===== config.mk =====
export PLATFORM = sky130hd
export DESIGN_NAME = host_reset_pulser
export DESIGN_NICKNAME = d
export VERILOG_FILES = /design/src/rtl/hrp_pkg.sv /design/src/rtl/hrp_timer.sv /design/src/rtl/hrp_fsm.sv /design/src/rtl/host_reset_pulser.sv
export SDC_FILE = /design/constraint.sdc
export NUM_CORES = 1
export LEC_CHECK = 0
export ABC_AREA = 1
export BUFFER_PORTS_ARGS = -buffer_cell sky130_fd_sc_hd__buf_2
export CORE_UTILIZATION = 50
export DETAILED_ROUTE_END_ITERATION = 12
export GPL_TIMING_DRIVEN = 1
export PLACE_DENSITY = 0.71
export SYNTH_ARGS = -nofsm -noshare
export SYNTH_HDL_FRONTEND = slang
export SYNTH_SLANG_ARGS = --single-unit

===== constraint.sdc =====
create_clock -name clk -period 2.22 [get_ports clk]
set_clock_uncertainty 0.2 [all_clocks]
set_input_delay 0.222 -clock clk [delete_from_list [all_inputs] [get_ports clk]]
set_output_delay 0.222 -clock clk [all_outputs]
set_load 0.1 [all_outputs]

===== src/rtl/hrp_pkg.sv =====
package hrp_pkg;

    typedef enum logic [1:0] {
        ST_IDLE = 2'd0,
        ST_COLD = 2'd1,
        ST_WARM = 2'd2
    } hrp_state_e;

    // Round up so the pulse is never shorter than the requested duration.
    function automatic longint unsigned us_to_cycles(longint unsigned hz,
                                                     longint unsigned us);
        return (hz * us + 64'd999_999) / 64'd1_000_000;
    endfunction

endpackage


===== src/rtl/hrp_timer.sv =====
module hrp_timer #(
    parameter int unsigned COLD_LEN = 10000,
    parameter int unsigned WARM_LEN = 1000
) (
    input  logic clk,
    input  logic rst_n,
    input  logic load_cold,
    input  logic load_warm,
    output logic expired
);
    localparam int unsigned MAX_LEN = (COLD_LEN > WARM_LEN) ? COLD_LEN : WARM_LEN;
    localparam int unsigned CNT_W   = (MAX_LEN > 2) ? $clog2(MAX_LEN) : 1;
    localparam logic [CNT_W-1:0] COLD_LOAD = CNT_W'(COLD_LEN - 1);
    localparam logic [CNT_W-1:0] WARM_LOAD = CNT_W'(WARM_LEN - 1);

    logic [CNT_W-1:0] remain_q;

    always_ff @(posedge clk or negedge rst_n) begin
        if (!rst_n) begin
            remain_q <= '0;
        end else if (load_cold) begin
            remain_q <= COLD_LOAD;
        end else if (load_warm) begin
            remain_q <= WARM_LOAD;
        end else if (remain_q != '0) begin
            remain_q <= remain_q - 1'b1;
        end
    end

    assign expired = (remain_q == '0);

    AST_TMR_HOLD_ZERO: assert property (@(posedge clk) disable iff (!rst_n)
        (expired && !load_cold && !load_warm) |=> expired);

    AST_TMR_SINGLE_LOAD: assert property (@(posedge clk) disable iff (!rst_n)
        !(load_cold && load_warm));

endmodule


===== src/rtl/hrp_fsm.sv =====
module hrp_fsm
    import hrp_pkg::*;
(
    input  logic clk,
    input  logic rst_n,
    input  logic req,
    input  logic cold_sel,
    input  logic pgood_in,
    input  logic expired,
    output logic load_cold,
    output logic load_warm,
    output logic busy,
    output logic drop_pgood,
    output logic drive_rst_req
);
    hrp_state_e state_q, state_d;

    logic accept_cold;
    logic accept_warm;

    // A cold request only makes sense while power-good is high.
    assign accept_cold = req && cold_sel && pgood_in;
    assign accept_warm = req && !cold_sel;

    // Next state
    always_comb begin
        state_d   = state_q;
        load_cold = 1'b0;
        load_warm = 1'b0;
        unique case (state_q)
            ST_IDLE: begin
                if (accept_cold) begin
                    state_d   = ST_COLD;   // ACCEPT_COLD
                    load_cold = 1'b1;
                end else if (accept_warm) begin
                    state_d   = ST_WARM;   // ACCEPT_WARM
                    load_warm = 1'b1;
                end
            end
            ST_COLD: if (expired) state_d = ST_IDLE;  // COLD_DONE
            ST_WARM: if (expired) state_d = ST_IDLE;  // WARM_DONE
            default: state_d = ST_IDLE;
        endcase
    end

    // State register
    always_ff @(posedge clk or negedge rst_n) begin
        if (!rst_n) state_q <= ST_IDLE;
        else        state_q <= state_d;
    end

    // Outputs
    always_comb begin
        busy          = 1'b0;
        drop_pgood    = 1'b0;
        drive_rst_req = 1'b0;
        unique case (state_q)
            ST_IDLE: ;
            ST_COLD: begin
                busy       = 1'b1;
                drop_pgood = 1'b1;
            end
            ST_WARM: begin
                busy          = 1'b1;
                drive_rst_req = 1'b1;
            end
            default: ;
        endcase
    end

    AST_COLD_HOLDS: assert property (@(posedge clk) disable iff (!rst_n)
        (state_q == ST_COLD && !expired) |=> (state_q == ST_COLD));

    AST_WARM_HOLDS: assert property (@(posedge clk) disable iff (!rst_n)
        (state_q == ST_WARM && !expired) |=> (state_q == ST_WARM));

    AST_LOAD_ONLY_IDLE: assert property (@(posedge clk) disable iff (!rst_n)
        (load_cold || load_warm) |-> (state_q == ST_IDLE));

endmodule


===== src/rtl/host_reset_pulser.sv =====
module host_reset_pulser #(
    parameter int unsigned CLK_HZ  = 100_000_000,
    parameter int unsigned COLD_US = 100,
    parameter int unsigned WARM_US = 10
) (
    input  logic clk,
    input  logic rst_n,
    input  logic req_i,
    input  logic cold_sel_i,
    input  logic pgood_i,
    output logic pgood_o,
    output logic rst_req_oe_o,
    output logic rst_req_o,
    output logic busy_o
);
    localparam int unsigned COLD_CYC = int'(hrp_pkg::us_to_cycles(CLK_HZ, COLD_US));
    localparam int unsigned WARM_CYC = int'(hrp_pkg::us_to_cycles(CLK_HZ, WARM_US));

    logic load_cold, load_warm, expired;
    logic drop_pgood, drive_rst_req;

    hrp_timer #(
        .COLD_LEN (COLD_CYC),
        .WARM_LEN (WARM_CYC)
    ) u_timer (
        .clk       (clk),
        .rst_n     (rst_n),
        .load_cold (load_cold),
        .load_warm (load_warm),
        .expired   (expired)
    );

    hrp_fsm u_fsm (
        .clk           (clk),
        .rst_n         (rst_n),
        .req           (req_i),
        .cold_sel      (cold_sel_i),
        .pgood_in      (pgood_i),
        .expired       (expired),
        .load_cold     (load_cold),
        .load_warm     (load_warm),
        .busy          (busy_o),
        .drop_pgood    (drop_pgood),
        .drive_rst_req (drive_rst_req)
    );

    assign pgood_o      = pgood_i & ~drop_pgood;
    assign rst_req_oe_o = drive_rst_req;
    assign rst_req_o    = 1'b0;

    AST_WARM_KEEPS_PGOOD: assert property (@(posedge clk) disable iff (!rst_n)
        rst_req_oe_o |-> (pgood_o == pgood_i));

    AST_COLD_KEEPS_LINE: assert property (@(posedge clk) disable iff (!rst_n)
        (pgood_i && !pgood_o) |-> !rst_req_oe_o);

    AST_SKIP_LOW_PGOOD: assert property (@(posedge clk) disable iff (!rst_n)
        (!busy_o && req_i && cold_sel_i && !pgood_i) |=> !busy_o);

    AST_ACCEPT_IDLE: assert property (@(posedge clk) disable iff (!rst_n)
        (!busy_o && req_i && (!cold_sel_i || pgood_i)) |=> busy_o);

    AST_IDLE_RELEASED: assert property (@(posedge clk) disable iff (!rst_n)
        !busy_o |-> (!rst_req_oe_o && (pgood_o == pgood_i)));

endmodule


==> results.json, run 1 <==
{
  "drv_cap": 0,
  "synth-seq-cells": 16,
  "gp_congestion": 0.917,
  "fmax_ghz": 0.522,
  "timing.rr.end": "u_timer.remain_q[10]",
  "final_area_um2": 1220,
  "place_area_um2": 1180,
  "syn_inst": 154,
  "worstSetupPathType": "reg -> out",
  "synthToLayoutAreaGrowth_pct": 8.60,
  "grt_use_total_pct": 22.2,
  "final_cell_mix": "nand2_1 (36), nor2_1 (24), inv_1 (16), dfrtp_1 (16), nand3_1 (13)",
  "yosysTopAreaCellShare_pct": 35.8,
  "num_rows": 16,
  "yosysWarningCount": 0,
  "hold_path_end": "u_fsm.state_q[1]",
  "route.detailed.drc": 0,
  "grt_max_degree": 17,
  "io_pins": 9,
  "slew_viol_final": 0,
  "total_power_w": 0.000481,
  "min_period_ns": 1.91,
  "whs_path_depth": 4,
  "cts-hold-fix-buffers": 1,
  "grt_pass1_vias": 888,
  "synth_area_leaders": "dfrtp_1 (36%), nand2_1 (12%), nor2_1 (8.4%), nand3_1 (5.8%), inv_1 (5.4%)",
  "drt_wl_total_um": 2240,
  "crit_buf_inv": 2,
  "clk_pin_slew_ns": 0.09,
  "avgSynthCellArea_um2": 7.27,
  "yosysSeqAreaShare_pct": 35.8,
  "cp.required_ns": 1.80,
  "timing_hold_violations_final": 0,
  "overflow": 0,
  "rr_worst_depth": 6,
  "run_status": "complete, no violations",
  "hp-class": "in -> reg",
  "first_pass_iters": 4,
  "rsz0062_at_grt": "false",
  "ir_drop_mv": 0.246,
  "fp.coreArea_um2": 2040,
  "num_vias": 964,
  "setup_viol": 0,
  "cp-end-kind": "primary output",
  "drtAntennaViolNets": 0,
  "setup_tns_ns": 0,
  "die_area_um2": 2430,
  "cts_tree": "built",
  "clockBufferDepth": 2,
  "hpwlAfterDp_um": 1740,
  "h-tree-depth": 1,
  "nNetsFinal": 175,
  "critPathMaxStageDelay_ns": 0.43,
  "worstPathArrival_ns": 1.49,
  "avgViaCountPerCell": 5.05,
  "critPathMaxFanout": 3,
  "ctsResizeCount": 0,
  "antenna_cells": 0,
  "clk_root_buffer_cell": "clkbuf_4",
  "min_from": "cold_sel_i",
  "yosysUniqueCellTypes": 24,
  "power.leakage_nw": 0.603,
  "reg2reg_slack_ns": 0.48,
  "crit_chain": "inv_1, ha_1, buf_2",
  "antenna_found_initial": 0,
  "initial_utilization_pct": 54.8,
  "post_drt_wl_per_cell_um": 11.7,
  "synth_top_area_cell": "dfrtp_1",
  "numClockSinks": 16,
  "netlist_area_um2": 1120,
  "cts_buffers": 3,
  "clock_latency_ns": 0.29,
  "die-height_um": 49.3,
  "mappedNetlistNets": 163,
  "crit_family": "buffers and inverters",
  "grt_pass1_wl_um": 4080,
  "drt_iter0_drc": 31,
  "pwr_density_cell_nw_per_um2": 396,
  "port_buffers": 7,
  "r2r_start": "u_fsm.state_q[0]",
  "die_w_um": 49.3,
  "cts_setup_buffers": 0,
  "start_kind": "flip-flop",
  "timing.final.crit_share_pct": 86.2,
  "layout_commonest_cell": "nand2_1",
  "cp_slowest_cell": "buf_2",
  "drive_gt1_share_pct": 21.3
}
[through the flow]
step	hold slack, ns	utilization (%)	worst slack, ns	instances
final	0.107	59.6	0.305	191
after global routing	0.114	59.6	0.245	191
after CTS	0.106	59.6	0.303	191
after detailed placement	-0.0398	58.0	0.491	187
after global placement	-0.0416	58.0	0.532	187
after floorplan	-0.274	-	0.318	154
[worst max path at each step]
stage                     startpoint              endpoint  slack [ns]  depth (start not counted)
floorplan           u_fsm.state_q[0]      u_fsm.state_q[1]        0.32                          5
global placement    u_fsm.state_q[0]  u_timer.remain_q[10]        0.53                          6
detailed placement  u_fsm.state_q[0]   u_timer.remain_q[0]        0.49                          8
CTS                 u_fsm.state_q[0]                busy_o        0.30                          3
global route        u_fsm.state_q[0]                busy_o        0.24                          3
finish              u_fsm.state_q[0]                busy_o        0.31                          3
[power by group]
part | total (W) | switching, W | leakage, nW | internal [W]
registers | 0.000291 | 0 | 0.182 | 0.000291
clock network | 0.000156 | 0.0000933 | 0.0138 | 0.0000632
logic | 0.0000334 | 0.0000272 | 0.407 | 0.00000618
total | 0.000481 | 0.000120 | 0.603 | 0.000361
[routing by layer]
metal / vias up / GRT usage, % / wire length, um
met4: 0 / 8.82 / 39
met5: - / 0 / 0
met1: 439 / 30.8 / 1120
li1: 504 / - / -
met2: 16 / 34.2 / 1010
met3: 5 / 3.74 / 77
[cell type report]
class	instances	area, um2
Sequential cell	16	400
Tap cell	27	33.8
Timing Repair Buffer	8	45.0
Multi-Input combinational cell	115	632
Clock buffer	3	22.5
Inverter	22	82.6
Fill cell	192	826
[state kept, by name, summed over array words and instances (netlist names)]
name / cells
u_fsm.state_q: 2
u_timer.remain_q: 14
[cell usage after synthesis]
cell,number
a21boi_1,1
nor2_2,3
and3_1,1
nand4_1,1
nand4_4,2
conb_1,1
nand3_1,13
dfrtp_1,16
nand4_2,1
nand2_1,36
nand3b_1,1
nor2_4,5
nand2_2,4
nor2_1,25
ha_1,4
nor3_1,3
nand2_4,2
inv_2,6
o21ai_0,5
inv_1,16
buf_4,1
a21oi_1,5
o21ai_1,1
or2_2,1
[worst min-delay path: stages]
cell and delay, ns:
buf_2 0.14, nor2_4 0.06, nand2_1 0.07, a21boi_1 0.06
[cell families after synthesis]
group,count (synthesis),synth area share (%)
flops,16,35.8
simple gates,98,45.8
buf+inv,23,8.05
other cells,1,0.335
compound gates,12,5.59
fa+ha+maj,4,4.47
Power figures use the tool's default switching activity.
==> run 2: changes to the inputs <==
PLACE_DENSITY = 0.68   (was 0.71)
==> results.json, run 2 (synthesis gave the netlist of run 1 again) <==
{
  "run_status": "complete, no violations",
  "reg_top3": "u_timer.remain_q (14), u_fsm.state_q (2)",
  "fp.coreArea_um2": 2040,
  "hp-class": "in -> reg",
  "clk_root_buffer_cell": "clkbuf_4",
  "largest-register": "u_timer.remain_q",
  "final_cell_mix": "nand2_1 (36), nor2_1 (24), inv_1 (16), dfrtp_1 (16), nand3_1 (13)",
  "overflow": 0,
  "setup_tns_ns": 0,
  "cts_tree": "built",
  "grt_use_total_pct": 20.5,
  "gp_congestion": 0.899,
  "clock_latency_ns": 0.28,
  "timing_hold_violations_final": 0,
  "first_pass_iters": 4,
  "clockBufferDepth": 2,
  "hpwlAfterDp_um": 1700,
  "fmax_ghz": 0.525,
  "rr_worst_depth": 6,
  "antenna_cells": 0,
  "rsz0062_at_grt": "false",
  "nNetsFinal": 175,
  "pwr_density_cell_nw_per_um2": 393,
  "cp.required_ns": 1.80,
  "p_int_w": 0.000360,
  "io_pins": 9,
  "switching_share_pct": 24.5,
  "worstPathArrival_ns": 1.48,
  "min_period_ns": 1.91,
  "h-tree-depth": 1,
  "stdcell_count": 191,
  "largest_reg_flops": 14,
  "clk_pin_slew_ns": 0.09,
  "cp-end-kind": "primary output",
  "die-height_um": 49.3,
  "cts_buffers": 3,
  "initial_utilization_pct": 54.8,
  "timing.final.crit_share_pct": 85.8,
  "dp_cells": 187,
  "worstSetupPathType": "reg -> out",
  "fillerInstances": 195,
  "whs_path_depth": 4,
  "sequentialPowerShare_pct": 61.0,
  "dp_slack_ns": 0.515,
  "num_vias": 969,
  "drt_iter0_drc": 28,
  "ctsResizeCount": 0,
  "port_buffers": 7,
  "drive_gt1_share_pct": 21.3,
  "power_switching_w": 0.000117,
  "die_w_um": 49.3,
  "drtAntennaViolNets": 0,
  "num_rows": 16,
  "multi_input_area_um2": 632,
  "regArea_um2": 400,
  "worst_slack_ns": 0.314,
  "grt_pass1_wl_um": 3820,
  "grt_pass1_vias": 909,
  "start_kind": "flip-flop",
  "avgViaCountPerCell": 5.07,
  "cts_setup_buffers": 0,
  "drt_wl_total_um": 2230,
  "setup_viol": 0,
  "numClockSinks": 16,
  "slew_viol_final": 0,
  "p_comb_share_pct": 7.0,
  "route.detailed.drc": 0,
  "ir_drop_mv": 0.330,
  "synthToLayoutAreaGrowth_pct": 8.60,
  "cts-hold-fix-buffers": 1,
  "critPathMaxFanout": 3,
  "pwr-share-clk_pct": 32.0,
  "grt_max_degree": 17,
  "drv_cap": 0,
  "antenna_found_initial": 0,
  "layout_commonest_cell": "nand2_1",
  "post_drt_wl_per_cell_um": 11.7,
  "power.leakage_nw": 0.603,
  "die_area_um2": 2430
}
==> run 2: power groups by stage <==
| stage | combinational [W] | sequential, W | clock [W] |
|---|---|---|---|
| after detailed placement | 0.0000327 | 0.000297 | 0 |
| after floorplan | 0.0000200 | 0.000297 | 0 |
| final | 0.0000333 | 0.000291 | 0.000153 |
| after global routing | 0.0000357 | 0.000291 | 0.000167 |
| after global placement | 0.0000319 | 0.000297 | 0 |
| after CTS | 0.0000340 | 0.000291 | 0.000157 |
==> run 2: final timing paths <==
path | start | endpoint | slack [ns]
worst min register to register | u_fsm.state_q[0] | u_fsm.state_q[0] | 0.35
worst min-delay path | cold_sel_i | u_fsm.state_q[1] | 0.11
worst max register to register | u_fsm.state_q[0] | u_timer.remain_q[10] | 0.49
min in group asynchronous | rst_n | u_fsm.state_q[1] | 0.17
worst max-delay path | u_fsm.state_q[0] | busy_o | 0.31
max in group asynchronous | rst_n | u_timer.remain_q[13] | 1.37
==> run 2: final cells by class <==
cell class	instances	area share (%)
clock buffer	3	1.85
inverter	22	6.79
multi-input combinational	115	52.0
sequential	16	32.9
tap	27	2.78
timing repair buffer	8	3.70
==> run 2: layer usage <==
layer / up-vias / share of wire (%) / global-route usage, % / routed length, um
met2: 30 / 45 / 32.6 / 1010
met4: 0 / 0.63 / 8.33 / 14
met1: 436 / 48 / 27.8 / 1070
li1: 501 / - / - / -
met5: - / 0 / 0 / 0
met3: 2 / 5.8 / 2.49 / 130
==> run 2: metrics by stage <==
| step | util (%) | instance area [um2] | power [W] | hold WS (ns) |
|---|---|---|---|---|
| 2_1_floorplan | - | 1120 | 0.000317 | -0.274 |
| 3_3_place_gp | 58.0 | 1180 | 0.000329 | -0.0427 |
| 3_5_place_dp | 58.0 | 1180 | 0.000330 | -0.0331 |
| 4_1_cts | 59.6 | 1220 | 0.000482 | 0.108 |
| 5_1_grt | 59.6 | 1220 | 0.000494 | 0.114 |
| 6_report | 59.6 | 1220 | 0.000477 | 0.109 |
==> run 2: worst max-delay path: stages (launching register included) <==
cell,delay (ns)
dfrtp_1,0.39
inv_1,0.07
ha_1,0.31
buf_2,0.43
==> run 3: changes to the inputs <==
CELL_PAD_IN_SITES_DETAIL_PLACEMENT = 0   (was unset)
CELL_PAD_IN_SITES_GLOBAL_PLACEMENT = 1   (was unset)
CORE_UTILIZATION = 46   (was 50)
PLACE_DENSITY = 0.87   (was 0.68)
==> results.json, run 3 (synthesis gave the netlist of run 1 again) <==
{
  "run_status": "complete, no violations",
  "hpwlAfterDp_um": 1890,
  "min_period_ns": 1.93,
  "grt_max_degree": 17,
  "reg_top3": "u_timer.remain_q (14), u_fsm.state_q (2)",
  "start_kind": "flip-flop",
  "clk_root_buffer_cell": "clkbuf_4",
  "ir_drop_mv": 0.354,
  "pwr_density_cell_nw_per_um2": 393,
  "grt_pass1_vias": 971,
  "clk_pin_slew_ns": 0.09,
  "grt_pass1_wl_um": 4250,
  "num_vias": 978,
  "io_pins": 9,
  "die_w_um": 51.3,
  "fp.coreArea_um2": 2250,
  "cts_buffers": 3,
  "clockBufferDepth": 2,
  "drt_iter0_drc": 14,
  "layout_commonest_cell": "nand2_1",
  "largest_reg_flops": 14,
  "drive_gt1_share_pct": 21.3,
  "cp.required_ns": 1.80,
  "setup_tns_ns": 0,
  "die_area_um2": 2640,
  "gp_congestion": 0.885,
  "num_rows": 17,
  "whs_path_depth": 3,
  "fmax_ghz": 0.517,
  "grt_use_total_pct": 22.2,
  "hp-class": "in -> reg",
  "die-height_um": 51.3,
  "nNetsFinal": 175,
  "total_power_w": 0.000479,
  "antenna_cells": 0,
  "worstSetupPathType": "reg -> out",
  "initial_utilization_pct": 49.7,
  "h-tree-depth": 1,
  "overflow": 0,
  "antenna_found_initial": 0,
  "avgViaCountPerCell": 5.09,
  "power.leakage_nw": 0.603,
  "port_buffers": 7,
  "clock_latency_ns": 0.29,
  "drv_cap": 0,
  "cts_tree": "built",
  "slew_viol_final": 0,
  "ctsResizeCount": 0,
  "critPathMaxFanout": 3,
  "setup_viol": 0,
  "numClockSinks": 16,
  "final_core_util_pct": 54.0,
  "r2r_start": "u_fsm.state_q[0]",
  "min_from": "pgood_i",
  "cp-end-kind": "primary output",
  "timing.final.crit_share_pct": 87.0,
  "first_pass_iters": 4,
  "startpoint": "u_fsm.state_q[0]",
  "rr_worst_depth": 6,
  "drt_wl_total_um": 2440,
  "synthToLayoutAreaGrowth_pct": 8.72,
  "timing_hold_violations_final": 0,
  "worstPathArrival_ns": 1.51,
  "largest-register": "u_timer.remain_q",
  "post_drt_wl_per_cell_um": 12.7,
  "drtAntennaViolNets": 0,
  "route.detailed.drc": 0,
  "rsz0062_at_grt": "false",
  "final_cell_mix": "nand2_1 (36), nor2_1 (24), inv_1 (16), dfrtp_1 (16), nand3_1 (13)"
}
-- run 3: cell counts in the layout (fill, tap and decap cells not counted) --
No cell type changed its count.
-- run 3: cell type report --
class / instances / area, um2
inverters: 22 / 82.6
multi-input cells: 115 / 632
well taps: 28 / 35.0
clock buffers: 3 / 22.5
fillers: 232 / 1040
repair buffers: 8 / 45.0
flip-flops and latches: 16 / 400
-- run 3: layer usage --
layer	wire, um	up-vias	global-route usage, %
met5	0	-	0
met4	14	0	4.05
met3	76	2	5.36
met1	1210	457	30.1
met2	1140	16	36.2
li1	-	503	-
-- run 3: final timing paths --
kind | end | slack (ns)
min in group asynchronous | u_fsm.state_q[1] | 0.18
max in group asynchronous | u_timer.remain_q[2] | 1.37
hold / removal | u_timer.remain_q[13] | 0.11
hold reg to reg | u_timer.remain_q[0] | 0.35
setup / recovery | busy_o | 0.29
setup reg to reg | u_timer.remain_q[10] | 0.45
-- run 3: repair_timing --
action,CTS,global route
buffers inserted,0,0
hold endpoints to repair,16,0
hold buffers,1,0
-- run 3: through the flow --
step / std cells / hold slack [ns] / cell area (um2) / setup slack (ns)
finish: 192 / 0.109 / 1220 / 0.288
global route: 192 / 0.137 / 1220 / 0.222
CTS: 192 / 0.116 / 1220 / 0.295
detailed placement: 188 / -0.0289 / 1180 / 0.474
global placement: 188 / -0.0347 / 1180 / 0.491
floorplan: 154 / -0.274 / 1120 / 0.318
-- run 3: critical path, stage by stage, from the launching register on --
cell and delay (ns):
dfrtp_1 0.40, inv_1 0.07, ha_1 0.32, buf_2 0.43
-- run 3: report_power, final --
| part | internal, W | switching (W) | total (W) |
|---|---|---|---|
| Clock | 0.0000630 | 0.0000914 | 0.000154 |
| Sequential | 0.000291 | 0 | 0.000291 |
| Combinational | 0.00000617 | 0.0000271 | 0.0000333 |
| Total | 0.000360 | 0.000118 | 0.000479 |
